## src/rtl/blink_ctrl_pkg.sv

```systemverilog
`timescale 1ns/1ps
package blink_ctrl_pkg;
  localparam int CFG_W      = 8;
  localparam int RUN_BIT    = 0;
  localparam int FAST_BIT   = 2;
  localparam int BLINK_BIT  = 3;
  localparam int RESYNC_BIT = 4;
  localparam int CLEAR_BIT  = 5;

  // Strobes from the register control to the blink datapath
  typedef struct packed {
    logic runN;       // 1 = normal operation
    logic fastBlink;
    logic blinkEn;
    logic resync;     // single-cycle
    logic clearDigits;// single-cycle
  } ctrlStrobes_t;
endpackage

```

## src/rtl/blink_cfg_ctrl.sv

```systemverilog
`timescale 1ns/1ps
module blink_cfg_ctrl
  import blink_ctrl_pkg::*;
#(
  parameter int ADDR_W   = 4,
  parameter int CFG_ADDR = 4
) (
  input  logic                clk,
  input  logic                rstN,
  input  logic                wrEn,
  input  logic [ADDR_W-1:0]   wrAddr,
  input  logic [CFG_W-1:0]    wrData,
  output ctrlStrobes_t        strobes
);
  localparam logic [ADDR_W-1:0] HIT_ADDR = ADDR_W'(CFG_ADDR);

  logic cfgHit;
  logic runR, fastR, blinkR, resyncR, clearR;

  assign cfgHit = wrEn && (wrAddr == HIT_ADDR);

  always_ff @(posedge clk) begin
    if (!rstN) begin
      runR    <= 1'b0;
      fastR   <= 1'b0;
      blinkR  <= 1'b0;
      resyncR <= 1'b0;
      clearR  <= 1'b0;
    end else begin
      resyncR <= cfgHit && wrData[RESYNC_BIT];
      clearR  <= cfgHit && wrData[CLEAR_BIT];
      if (cfgHit) begin
        runR   <= wrData[RUN_BIT];
        fastR  <= wrData[FAST_BIT];
        blinkR <= wrData[BLINK_BIT];
      end
    end
  end

  always_comb begin
    strobes.runN        = runR;
    strobes.fastBlink   = fastR;
    strobes.blinkEn     = blinkR;
    strobes.resync      = resyncR;
    strobes.clearDigits = clearR;
  end

  AST_CLEAR_FOLLOWS_WRITE: assert property (@(posedge clk) disable iff (!rstN)
    (cfgHit && wrData[CLEAR_BIT]) |=> strobes.clearDigits);
  AST_CLEAR_SELF_CLEARS: assert property (@(posedge clk) disable iff (!rstN)
    (strobes.clearDigits && !cfgHit) |=> !strobes.clearDigits);
  AST_RESYNC_SELF_CLEARS: assert property (@(posedge clk) disable iff (!rstN)
    (strobes.resync && !cfgHit) |=> !strobes.resync);
  AST_MISS_KEEPS_RUN: assert property (@(posedge clk) disable iff (!rstN)
    !cfgHit |=> $stable(strobes.runN));
endmodule

```

## src/rtl/blink_plane_dp.sv

```systemverilog
`timescale 1ns/1ps
module blink_plane_dp
  import blink_ctrl_pkg::*;
#(
  parameter int BLINK_K = 4
) (
  input  logic         clk,
  input  logic         rstN,
  input  ctrlStrobes_t strobes,
  input  logic         muxTick,
  output logic         planeSel
);
  localparam logic [BLINK_K-1:0] SLOW_LIM = '1;
  localparam logic [BLINK_K-1:0] FAST_LIM = SLOW_LIM >> 1;

  logic [BLINK_K-1:0] cnt;
  logic [BLINK_K-1:0] lim;
  logic               plane;

  assign lim = strobes.fastBlink ? FAST_LIM : SLOW_LIM;

  always_ff @(posedge clk) begin
    if (!rstN) begin
      cnt   <= '0;
      plane <= 1'b0;
    end else if (strobes.resync || !strobes.blinkEn) begin
      cnt   <= '0;
      plane <= 1'b0;
    end else if (muxTick) begin
      if (cnt >= lim) begin
        cnt   <= '0;
        plane <= ~plane;
      end else begin
        cnt <= cnt + 1'b1;
      end
    end
  end

  assign planeSel = plane;

  AST_RESYNC_TO_P0: assert property (@(posedge clk) disable iff (!rstN)
    strobes.resync |=> (planeSel == 1'b0 && cnt == '0));
  AST_IDLE_SHOWS_P0: assert property (@(posedge clk) disable iff (!rstN)
    !strobes.blinkEn |=> (planeSel == 1'b0));
  AST_HOLD_WITHOUT_TICK: assert property (@(posedge clk) disable iff (!rstN)
    (!muxTick && strobes.blinkEn && !strobes.resync) |=> $stable(planeSel));
endmodule

```

## src/rtl/blink_shutdown_ctrl.sv

```systemverilog
`timescale 1ns/1ps
module blink_shutdown_ctrl
  import blink_ctrl_pkg::*;
#(
  parameter int ADDR_W   = 4,
  parameter int CFG_ADDR = 4,
  parameter int BLINK_K  = 4
) (
  input  logic              clk,
  input  logic              rstN,
  input  logic              wrEn,
  input  logic [ADDR_W-1:0] wrAddr,
  input  logic [7:0]        wrData,
  input  logic              muxTick,
  input  logic              dispTest,
  output logic              planeSel,
  output logic              blankOut,
  output logic              allOn,
  output logic              clearDigits,
  output logic              blinkResync
);
  ctrlStrobes_t strobes;

  blink_cfg_ctrl #(.ADDR_W(ADDR_W), .CFG_ADDR(CFG_ADDR)) ctrl_i (
    .clk(clk), .rstN(rstN), .wrEn(wrEn), .wrAddr(wrAddr),
    .wrData(wrData), .strobes(strobes)
  );

  blink_plane_dp #(.BLINK_K(BLINK_K)) dp_i (
    .clk(clk), .rstN(rstN), .strobes(strobes),
    .muxTick(muxTick), .planeSel(planeSel)
  );

  assign allOn       = dispTest;
  assign blankOut    = !strobes.runN && !dispTest;
  assign clearDigits = strobes.clearDigits;
  assign blinkResync = strobes.resync;

  AST_TEST_UNBLANKS: assert property (@(posedge clk) disable iff (!rstN)
    dispTest |-> (allOn && !blankOut));
  AST_RUN_SHOWS: assert property (@(posedge clk) disable iff (!rstN)
    strobes.runN |-> !blankOut);
endmodule

```

## config.mk

```make
export PLATFORM = sky130hd
export DESIGN_NAME = blink_shutdown_ctrl
export DESIGN_NICKNAME = d
export VERILOG_FILES = /design/src/rtl/blink_ctrl_pkg.sv /design/src/rtl/blink_cfg_ctrl.sv /design/src/rtl/blink_plane_dp.sv /design/src/rtl/blink_shutdown_ctrl.sv
export SDC_FILE = /design/constraint.sdc
export NUM_CORES = 1
export LEC_CHECK = 0
export ABC_AREA = 0
export BUFFER_PORTS_ARGS = -buffer_cell sky130_fd_sc_hd__buf_2
export CAP_MARGIN = 10
export CORE_AREA = 2 2 39 41
export DETAILED_ROUTE_END_ITERATION = 10
export DIE_AREA = 0 0 41 43
export GPL_ROUTABILITY_DRIVEN = 0
export SLEW_MARGIN = 40
export SYNTH_ARGS = -nofsm -noshare
export SYNTH_HDL_FRONTEND = slang
export SYNTH_HIERARCHICAL = 1
export SYNTH_SLANG_ARGS = --single-unit
```

## constraint.sdc

```tcl
create_clock -name clk -period 1.8 [get_ports clk]
set_input_delay 0.36 -clock clk [delete_from_list [all_inputs] [get_ports clk]]
set_output_delay 0.36 -clock clk [all_outputs]
set_load 0.02 [all_outputs]
```

Word level (Yosys, flattened, before mapping)
Cells that the tools add are included.
- bits in registers: 10
- bits of input ports: 17
- output and inout port bits: 5
- word-level logic and storage cells: 24
- add/subtract/negate cells: 1
- $lt $le $gt $ge: 1
- equality and inequality tests: 1
- muxes and demuxes: 2
- bitwise operators: 2
- reductions and logical operators: 10
- operators by type and width (cell ; count):
    $mux W4 ; 2
    $add A4 B1 Y4 const B ; 1
    $eq A4 B3 Y1 const B ; 1
    $ge A4 B4 Y1 ; 1
    $logic_and A1 B1 Y1 ; 4
    $logic_not A1 Y1 ; 3
    $not A1 Y1 ; 2
    $reduce_and A2 Y1 ; 1
    $reduce_or A2 Y1 ; 1
    $logic_or A1 B1 Y1 ; 1

Logic depth before layout (Yosys ltp)
- depth after elaboration: 3
- mapped depth: 5
- depth with buffers taken out: 4

Hierarchy
Netlist, hierarchy kept.
- by module, submodules not included (module ; instances ; cells each ; area each (um2) ; sequential area each (um2)):
    blink_plane_dp ; 1 ; 24 ; 231.5 ; 100.1
    blink_cfg_ctrl ; 1 ; 24 ; 221.5 ; 100.1
    blink_shutdown_ctrl ; 1 ; 2 ; 11.3 ; 0.0

Least setup slack after synthesis
OpenSTA, ideal clock, no wires.
- path kind: register to register
- from: reg ctrl_i.fastR
- to: reg dp_i.plane, in the netlist dp_i/planeSel
- library setup time: 59 ps
- arrival time: 1279 ps
- data required time: 1741 ps
- setup slack: 462 ps
- stages on the path, launching flop included: 6
- path buffers: 1
- period minus slack after synthesis: 1338 ps
- cells stage by stage: dfxtp_1 > buf_4 > ha_1 > a31oi_1 > or4b_1 > nand2_1
- longest elaborated chain between the ends: 3
- ends and longest elaborated chain (what ; RTL line ; text):
    start: declaration ; blink_cfg_ctrl.sv:18 ; logic runR, fastR, blinkR, resyncR, clearR;
    start signal: assignment ; blink_cfg_ctrl.sv:34 ; fastR <= wrData[FAST_BIT];
    $mux W4 ; blink_plane_dp.sv:20 ; assign lim = strobes.fastBlink ? FAST_LIM : SLOW_LIM;
    $ge A4 B4 Y1 ; blink_plane_dp.sv:30 ; if (cnt >= lim) begin
    $reduce_and A2 Y1 (no source line) ; - ;
    end signal: assignment ; blink_plane_dp.sv:32 ; plane <= ~plane;
    end: declaration ; blink_plane_dp.sv:18 ; logic plane;
Every way passes these cells.
A chain may end at the register's enable or synchronous reset.

Final worst setup path
- from: reg dp_i.cnt[3]
- to: reg dp_i.plane, in the netlist dp_i/planeSel
- longest elaborated chain between the ends: 2
- ends and longest elaborated chain (what ; RTL line ; text):
    start: declaration ; blink_plane_dp.sv:16 ; logic [BLINK_K-1:0] cnt;
    start signal: assignment ; blink_plane_dp.sv:34 ; cnt <= cnt + 1'b1;
    $ge A4 B4 Y1 ; blink_plane_dp.sv:30 ;
    $reduce_and A2 Y1 (no source line) ; - ;
Every way passes these cells.

==> impl_metrics.py <==
metrics = {
    "cts": {
        "htree_levels": 1,
        "cts_setup_buffers": 0,
        "clockBufferDepth": 2,
        "cts_resized": 0,
        "cts.sinks": 10,
        "path_clk_slew_ns": 0.06,
        "ctsHoldBuffers": 0,
        "cts_root_buf": "clkbuf_4",
        "cts_made_buffers": 3,
        "insertion_delay_ns": 0.26,
        "cts_tree": "done",
    },
    "sta": {
        "finalHoldViolCount": 0,
        "finalSetupTns_ns": 0,
        "fmax_mhz": 763,
        "finalSetupViolations": 0,
        "layout_worst_path_cycle_share_pct": 72.8,
        "maxSlewViolCount": 0,
        "max_slew_margin_pct": 71.2,
        "tightest_slew_ns": 0.427,
        "setup_ws_ns": 0.489,
        "fin_skew_ns": 0.00261,
        "hold_slack_ns": 0.321,
        "period_needed_ns": 1.31,
        "rsz0062_at_grt": "no",
    },
    "cells_and_area": {
        "n_antenna_cell": 0,
        "fin_area_um2": 547,
        "drive_above_1_share_pct": 34.4,
        "area_growth_pct": 17.8,
        "fin_cells": 80,
        "layout.nets": 85,
    },
    "logic_synthesis": {
        "ys_top_cells_by_count": "10 x dfxtp_1, 8 x nand2_1, 6 x buf_4, 6 x nor2_1, 4 x mux2i_1",
        "ys_seq_area_share_pct": 43.1,
        "synth_top_area_cell": "dfxtp_1",
        "synth_fa_ha_area_share_pct": 5.39,
        "synth_compound_area_share_pct": 4.04,
        "synth_top_family_by_area": "simple AND/OR/NAND/NOR gates",
        "synth_top_area_share_pct": 43.1,
        "synth_xor_area_share_pct": 5.66,
        "synth_area_leaders": "dfxtp_1 43%, buf_4 9.7%, mux2i_1 8.6%",
        "synthesis.nets": 69,
        "ys.flop_type": "dfxtp_1",
        "synth_async_sr_flop_share_pct": 0,
        "synthCells": 50,
        "synth.distinct_cells": 18,
        "yosysMostFrequentCell": "dfxtp_1",
        "synthMuxAreaShare_pct": 8.63,
        "syn_area_um2": 464,
        "avgSynthCellArea_um2": 9.28,
        "synth-edff-count": 0,
        "yosysWarnings": 6,
        "synth_seq_cells": 10,
        "synth-simple-area-share_pct": 21.6,
    },
    "routing": {
        "first_pass_iters": 2,
        "ant_nets": 0,
        "vias_per_cell": 4.59,
        "post-route-drc-count": 0,
        "wire_per_inst_um": 9.25,
        "totalWireLength_um": 740,
        "vias": 367,
        "drt-initial-drc-count": 3,
    },
    "power": {
        "power.leakage_nw": 0.266,
        "peakVddDrop_mv": 0.294,
        "power.density_nw_per_um2": 735,
    },
    "floorplan": {
        "ios": 22,
        "core_area_um2": 1380,
        "die_area_um2": 1760,
        "die_w_um": 41,
        "rows": 14,
        "start_util_pct": 33.5,
        "die_h_um": 43,
    },
    "placement": {
        "dp_slack_ns": 0.497,
        "io_buffers": 18,
        "dpl-instance-area_um2": 524,
        "post-place-cells": 77,
        "place_hpwl_um": 599,
    },
    "global_routing": {
        "overflow": 0,
        "grt_usage_pct": 10.7,
        "grt_max_degree": 10,
        "grt_pass1_vias": 340,
        "grt_first_pass_wirelength_um": 1250,
        "antenna_found_initial": 0,
    },
    "flow_run": {
        "maxCapViolCount": 0,
    },
    "setup_path": {
        "required_ns": 2.01,
        "criticalPathCategory": "reg -> reg",
        "arrival_ns": 1.52,
        "end_kind": "flip-flop",
        "cp-start-kind": "flip-flop",
        "crit_fanout": 3,
    },
    "min_path": {
        "hold_class": "in -> reg",
    },
    "run_status": {
        "outcome": "completed",
    },
}
[worst paths after layout]
path                                  from                         end  slack, ns  depth (start not counted)
hold / removal                   wrData[4]   ctrl_i/resyncR$_SDFF_PN0_       0.32                          2
setup reg to reg  dp_i/cnt[3]$_SDFFE_PP0P_  dp_i/planeSel$_SDFFE_PP0P_       0.49                          4
setup / recovery  dp_i/cnt[3]$_SDFFE_PP0P_  dp_i/planeSel$_SDFFE_PP0P_       0.49                          4
hold reg to reg   ctrl_i/runR$_SDFFE_PN0P_    ctrl_i/runR$_SDFFE_PN0P_       0.46                          2
[area by class of cell]
class	instances	area, µm²
repair buffers	18	90.1
clock buffers	3	22.5
fillers	142	837
well taps	16	20.0
flip-flops and latches	10	200
inverters	1	3.75
multi-input cells	32	210
[cells in the final DEF (no fill, tap or decap)]
cell type   n
xnor2_1     1
inv_2       1
xor2_1      2
or4b_1      1
and4b_1     1
mux2i_1     4
and3b_1     1
ha_1        2
buf_2      18
a31oi_1     1
nand4_1     1
o21ai_0     1
o211ai_1    1
dfxtp_1    10
nand2_1     8
and3_1      2
nor2_1      6
clkbuf_4    3
[kinds of logic after synthesis]
group,count (synthesis)
XOR/XNOR,3
flip-flops,10
multiplexers,4
AO/OA/AOI/OAI,3
buffers and inverters,8
AND/OR/NAND/NOR,20
adder cells (fa/ha/maj),2
[layer usage]
layer / wire (µm) / track usage [%] / up-vias
met4: 0 / 8.00 / 0
met5: 0 / 0 / -
met2: 368 / 15.9 / 13
met3: 54 / 3.14 / 0
li1: - / - / 191
met1: 317 / 12.1 / 163
[worst max-delay path, stage by stage (launching register included)]
cell and delay [ns]:
dfxtp_1 0.33, ha_1 0.27, a31oi_1 0.10, or4b_1 0.48, nand2_1 0.08
[report_power, final]
part | switching, mW | internal, mW
combinational | 0.0153 | 0.0161
sequential | 0.000553 | 0.222
clock | 0.0703 | 0.0770
[through the flow]
step                util (%)  power, mW
floorplan                  -      0.243
global placement        37.9      0.259
detailed placement      37.9      0.260
CTS                     39.5      0.414
global route            39.5      0.421
finish                  39.5      0.402
[registers in the layout, summed over array words and instances (netlist names)]
signal / cells
dp_i/planeSel: 1
dp_i/cnt: 4
ctrl_i/runR: 1
ctrl_i/clearR: 1
ctrl_i/fastR: 1
ctrl_i/resyncR: 1
ctrl_i/blinkR: 1
(Power assumes the default switching activity.)
